$ cat src/rtl/dlm_pkg.sv
package dlm_pkg;

    typedef enum logic [1:0] {
        CAUSE_NONE = 2'b00,
        CAUSE_AMP  = 2'b01,
        CAUSE_PHS  = 2'b10,
        CAUSE_SFD  = 2'b11
    } drop_cause_e;

endpackage

$ cat src/rtl/dlm_integrator.sv
module dlm_integrator #(
    parameter int IN_W  = 8,
    parameter int SUM_W = 15
) (
    input  logic             clk,
    input  logic             rst_n,
    input  logic             clr,
    input  logic             acc_en,
    input  logic [IN_W-1:0]  sample,
    output logic [SUM_W-1:0] sum_next
);

    logic [SUM_W-1:0] sum_q;
    logic [SUM_W-1:0] sum_d;

    // Sum including the sample presented this cycle
    assign sum_next = sum_q + {{(SUM_W-IN_W){1'b0}}, sample};

    always_comb begin
        sum_d = sum_q;
        if (clr) begin
            sum_d = '0;
        end else if (acc_en) begin
            sum_d = sum_next;
        end
    end

    always_ff @(posedge clk or negedge rst_n) begin
        if (!rst_n) sum_q <= '0;
        else        sum_q <= sum_d;
    end

endmodule

$ cat src/rtl/dlm_sfd_timer.sv
module dlm_sfd_timer #(
    parameter int TMO_W = 8
) (
    input  logic             clk,
    input  logic             rst_n,
    input  logic             start,
    input  logic             stop,
    input  logic             tick,
    input  logic             kill,
    input  logic [TMO_W-1:0] tmo,
    output logic             expire
);

    localparam int CNT_W = TMO_W + 1;

    typedef struct packed {
        logic             run;
        logic [CNT_W-1:0] cnt;
    } tmr_t;

    tmr_t             st_q, st_d;
    logic [CNT_W-1:0] limit;
    logic [CNT_W-1:0] cnt_inc;

    always_comb begin
        // A zero setting stands for the full 2**TMO_W symbols
        limit   = {(tmo == '0), tmo};
        cnt_inc = st_q.cnt + {{(CNT_W-1){1'b0}}, 1'b1};
        expire  = st_q.run && tick && !stop && (cnt_inc == limit);

        st_d = st_q;
        if (start) begin
            st_d.run = 1'b1;
            st_d.cnt = '0;
        end else if (kill || stop) begin
            st_d.run = 1'b0;
        end else if (tick && st_q.run) begin
            st_d.cnt = cnt_inc;
        end
    end

    always_ff @(posedge clk or negedge rst_n) begin
        if (!rst_n) st_q <= '0;
        else        st_q <= st_d;
    end

endmodule

$ cat src/rtl/dlock_monitor.sv
module dlock_monitor
    import dlm_pkg::*;
#(
    parameter int AMP_W    = 8,
    parameter int PHS_W    = 8,
    parameter int WIN_LOG2 = 7,
    parameter int TMO_W    = 8
) (
    input  logic                      clk,
    input  logic                      rst_n,
    input  logic                      data_start,
    input  logic                      sym_stb,
    input  logic [AMP_W-1:0]          amp_in,
    input  logic [PHS_W-1:0]          phs_in,
    input  logic                      sfd_found,
    input  logic [AMP_W+WIN_LOG2-1:0] amp_thr,
    input  logic [PHS_W+WIN_LOG2-1:0] phs_thr,
    input  logic [TMO_W-1:0]          sfd_tmo,
    output logic                      drop_pulse,
    output logic [1:0]                drop_cause
);

    localparam int AMP_SUM_W = AMP_W + WIN_LOG2;
    localparam int PHS_SUM_W = PHS_W + WIN_LOG2;
    localparam logic [WIN_LOG2-1:0] WIN_LAST = '1;
    localparam logic [WIN_LOG2-1:0] WIN_ONE  = {{(WIN_LOG2-1){1'b0}}, 1'b1};

    typedef struct packed {
        logic                active;
        logic [WIN_LOG2-1:0] win;
        logic                pulse;
        drop_cause_e         cause;
    } mon_t;

    mon_t                 st_q, st_d;
    logic                 tick;
    logic                 win_end;
    logic                 amp_low;
    logic                 phs_high;
    logic                 tmo_hit;
    logic                 drop;
    logic                 sum_clr;
    logic [AMP_SUM_W-1:0] amp_sum;
    logic [PHS_SUM_W-1:0] phs_sum;

    dlm_integrator #(.IN_W(AMP_W), .SUM_W(AMP_SUM_W)) u_amp_int (
        .clk      (clk),
        .rst_n    (rst_n),
        .clr      (sum_clr),
        .acc_en   (tick),
        .sample   (amp_in),
        .sum_next (amp_sum)
    );

    dlm_integrator #(.IN_W(PHS_W), .SUM_W(PHS_SUM_W)) u_phs_int (
        .clk      (clk),
        .rst_n    (rst_n),
        .clr      (sum_clr),
        .acc_en   (tick),
        .sample   (phs_in),
        .sum_next (phs_sum)
    );

    dlm_sfd_timer #(.TMO_W(TMO_W)) u_sfd_tmr (
        .clk    (clk),
        .rst_n  (rst_n),
        .start  (data_start),
        .stop   (sfd_found),
        .tick   (tick),
        .kill   (drop),
        .tmo    (sfd_tmo),
        .expire (tmo_hit)
    );

    always_comb begin
        tick     = sym_stb && st_q.active && !data_start;
        win_end  = tick && (st_q.win == WIN_LAST);
        amp_low  = win_end && (amp_sum < amp_thr);
        phs_high = win_end && (phs_sum > phs_thr);
        drop     = tmo_hit || amp_low || phs_high;
        sum_clr  = data_start || drop || win_end;

        st_d       = st_q;
        st_d.pulse = drop;
        if (tmo_hit)       st_d.cause = CAUSE_SFD;
        else if (amp_low)  st_d.cause = CAUSE_AMP;
        else if (phs_high) st_d.cause = CAUSE_PHS;
        else               st_d.cause = CAUSE_NONE;

        if (data_start) begin
            st_d.active = 1'b1;
            st_d.win    = '0;
        end else if (drop) begin
            st_d.active = 1'b0;
            st_d.win    = '0;
        end else if (tick) begin
            st_d.win = st_q.win + WIN_ONE;
        end
    end

    always_ff @(posedge clk or negedge rst_n) begin
        if (!rst_n) st_q <= '0;
        else        st_q <= st_d;
    end

    assign drop_pulse = st_q.pulse;
    assign drop_cause = st_q.cause;

endmodule

$ cat config.mk
export PLATFORM = sky130hd
export DESIGN_NAME = dlock_monitor
export DESIGN_NICKNAME = d
export VERILOG_FILES = /design/src/rtl/dlm_pkg.sv /design/src/rtl/dlm_integrator.sv /design/src/rtl/dlm_sfd_timer.sv /design/src/rtl/dlock_monitor.sv
export SDC_FILE = /design/constraint.sdc
export NUM_CORES = 1
export LEC_CHECK = 0
export ABC_AREA = 1
export BUFFER_PORTS_ARGS = -buffer_cell sky130_fd_sc_hd__buf_4
export CAP_MARGIN = 0
export CORE_MARGIN = 2
export CORE_UTILIZATION = 59
export DETAILED_ROUTE_END_ITERATION = 8
export PLACE_DENSITY = 0.83
export SYNTH_ARGS = -nofsm -noshare
export SYNTH_HDL_FRONTEND = slang
export SYNTH_SLANG_ARGS = --single-unit
$ cat constraint.sdc
create_clock -name clk -period 4.6 [get_ports clk]
set_input_delay 0.92 -clock clk [delete_from_list [all_inputs] [get_ports clk]]
set_output_delay 0.92 -clock clk [all_outputs]
set_load 0.01 [all_outputs]
==> metrics.md <==
| Metric | Value |
|---|---|
| Area of the multi-input gates | `2730 µm²` |
| Worst Skew | `0.0130 ns` |
| Post-Synth Simple-Gate Area | `0.349` |
| Slew Viols, Final | `0` |
| Vias per cell | `5.28` |
| Routed Antenna Nets | `0` |
| Commonest cells in the netlist | `nand2_1, inv_1, nand3_1` |
| DR vias | `4087` |
| Synthesized flop and latch total | `51` |
| Leak | `2.87 nW` |
| Worst EP arrival | `4.45 ns` |
| FP Rows | `31` |
| CTS Buf Count | `5` |
| Sequential element share of the synthesized area | `0.289` |
| Die width | `90.5 µm` |
| CP Max Fanout | `18` |
| RSZ-0062 raised after global routing | `no` |
| First-pass GRT wire length | `17600 µm` |
| Post-synthesis xor/xnor area fraction | `0.0615` |
| Post-Syn Area | `4420 µm²` |
| Post-CTS Resized | `0` |
| Ys flop type | `dfrtp_1` |
| Kind of critical path | `in2reg` |
| Placed cell area | `4990 µm²` |
| Setup violators final | `0` |
| Design Area, Final | `5110 µm²` |
| Initial antenna violation count | `0` |
| Compound-Gate Fraction of Synth Area | `0.0646` |
| Clock slew at reported path FFs | `0.10 ns` |
| HP Class | `reg2reg` |
| Number of global-route vias before repair | `4171` |
| IO Count | `62` |
| Starting Density | `0.609` |
| P per Cell Area | `242 nW/µm²` |
| Setup Fix Bufs, Post-CTS | `0` |
| All-layer global routing usage | `0.256` |
| Total Wirelength | `10100 µm` |
| Top cell type by total area after synthesis | `dfrtp_1` |
| Flop2flop setup slack | `0.71 ns` |
| PortBufs | `61` |
| Fin. Hold Viols | `0` |
| Cts hold-fix bufs | `0` |
| Maximum vdd drop | `132 µV` |
| Clk Latency, worst-skew pair | `0.32 ns` |
| Die Y | `90.5 µm` |
| Post-synthesis adder-cell area fraction | `0.142` |
| Layout Nets | `782` |
| Worst Min Path Start | `u_amp_int.sum_q[6]` |
| Final period util | `0.914` |
| Startpoint Class | `primary input` |
| Synth area leaders | `dfrtp_1, nand2_1, ha_1, inv_1, nand3_1` |
| YS warnings | `0` |
| Slew headroom | `0.507` |
| Gr ovfl total | `0` |
| H-tree depth | `2` |
| R2r startpoint | `u_phs_int.sum_q[0]` |
| Core area | `7250 µm²` |
| Required time worst endpoint | `4.85 ns` |
| Fmax | `238 MHz` |
| First-pass DRT Iterations | `5` |
| Layout area overhead | `15.7%` |
| Fillcell total | `588` |
| Fraction of synthesized area in multiplexers | `0` |
| Setup TNS | `0 ns` |
| Cell count after synthesis | `612` |
| Crit Reg-Reg Endpoint | `u_amp_int.sum_q[3]` |
| DR iter-0 viols | `170` |
| Area share of the largest cell type after synthesis | `0.289` |
| Crit. End Element | `flop` |
| Register Area | `1280 µm²` |
| Post-route minimum period | `4.20 ns` |
| End point of the worst hold path | `u_amp_int.sum_q[6]` |
| DRC | `0` |
| Synth Net Count | `720` |
| Die area | `8190 µm²` |
| Post-synth EDFFs | `0` |
| FFs w/ async S/R, synth | `1.00` |
| Measured slew at the worst slew-check pin | `0.737 ns` |
| Status | `completed` |
| CTS tree | `done` |
| Worst Hold Path Cells | `2` |
| Post-DP HPWL | `7770 µm` |
| Largest family of logic cells by synthesized area | `simple AND/OR/NAND/NOR gates` |
| Clk Tree Root Cell | `clkbuf_8` |
| Max-cap violations | `0` |
| Mean post-synth cell area | `7.22 µm²` |
| Distinct cells, synth | `32` |
| Pin count of the biggest net entering global routing | `52` |
| Wire per inst | `13.1 µm` |
| GPL Wtd Cong | `0.933` |
| Clk buf depth | `2` |
| Clock Sinks | `51` |
| Diodes inserted | `0` |
| Reg2reg path depth | `22` |
| Share of cells above drive strength 1 | `0.159` |
| Count leader, synth | `nand2_1` |
[critical path: stages]
cell,delay (ns)
buf_4,0.08
ha_1,0.19
inv_1,0.08
fa_1,0.40
nand3b_1,0.17
nand3_1,0.13
inv_1,0.05
o211ai_1,0.28
nand2_1,0.18
o21ai_0,0.23
nand2_1,0.12
ha_1,0.30
nand2_1,0.05
nor2_1,0.15
inv_1,0.08
nor3_1,0.19
nor2_1,0.07
nand2_1,0.15
nand3_4,0.15
nor2_8,0.14
buf_12,0.18
nand3_2,0.07
nand2_1,0.08
[metrics by stage]
| step | setup WS [ns] | std cells | util | total power, mW | hold slack [ns] |
|---|---|---|---|---|---|
| detailed placement | 0.0280 | 766 | 0.688 | 0.915 | 0.472 |
| global route | 0.0917 | 774 | 0.705 | 1.32 | 0.522 |
| finish | 0.398 | 774 | 0.705 | 1.24 | 0.497 |
| floorplan | 0.611 | 612 | - | 0.779 | 0.453 |
| global placement | 0.260 | 766 | 0.688 | 0.891 | 0.466 |
| CTS | 0.323 | 774 | 0.704 | 1.24 | 0.496 |
[layout make-up]
cell class / instances / area share
inverters: 90 / 0.0661
well taps: 99 / 0.0242
multi-input cells: 459 / 0.535
flip-flops and latches: 51 / 0.250
clock buffers: 5 / 0.0135
repair buffers: 67 / 0.103
clock inverters: 3 / 0.00857
[registers in the layout, summed over array words and instances (netlist names)]
register,cells
drop_cause,2
drop_pulse,1
st_q,8
u_amp_int.sum_q,15
u_phs_int.sum_q,15
u_sfd_tmr.st_q,10
[report_power, final]
part           switching (mW)  total [mW]  internal [mW]
sequential             0.0178       0.489          0.472
clock                   0.166       0.329          0.162
combinational           0.245       0.421          0.175
[placed cells by master (no fill, tap or decap), types with 3 or more instances in the layout]
cell type,instances
nand2_1,176
inv_1,89
buf_4,65
nand3_1,59
dfrtp_1,51
ha_1,47
nor2_1,42
a21oi_1,25
xor2_1,22
nand3_2,21
o21ai_0,16
xnor2_1,9
nand4_1,8
nand3b_1,6
clkbuf_8,5
nor3_1,4
o211ai_1,4
o21bai_1,3
nor2_2,3
nor2_4,3
[logic make-up after synthesis]
| logic type | count (synthesis) |
|---|---|
| XOR/XNOR | 31 |
| adder cells (fa/ha/maj) | 49 |
| buffers and inverters | 102 |
| flip-flops | 51 |
| AO/OA/AOI/OAI | 52 |
| AND/OR/NAND/NOR | 327 |
[worst max path at each step]
stage                    from                 end  slack [ns]  cells past startpoint
floorplan           phs_in[0]  u_amp_int.sum_q[2]        0.61                     22
global placement    phs_in[0]   u_sfd_tmr.st_q[0]        0.26                     22
detailed placement  phs_in[0]   u_sfd_tmr.st_q[0]        0.03                     22
CTS                 phs_in[0]   u_sfd_tmr.st_q[0]        0.32                     22
global route        phs_in[0]  u_phs_int.sum_q[2]        0.09                     23
finish              phs_in[0]  u_amp_int.sum_q[3]        0.40                     23
[metal layers]
metal,share of wire,GRT usage,vias to the layer above
met5,0,0,-
met4,0.017,0.0859,0
met3,0.046,0.0392,18
met2,0.51,0.481,106
met1,0.43,0.293,1876
li1,-,-,2087
No activity file was read; power rests on OpenSTA's default activity.
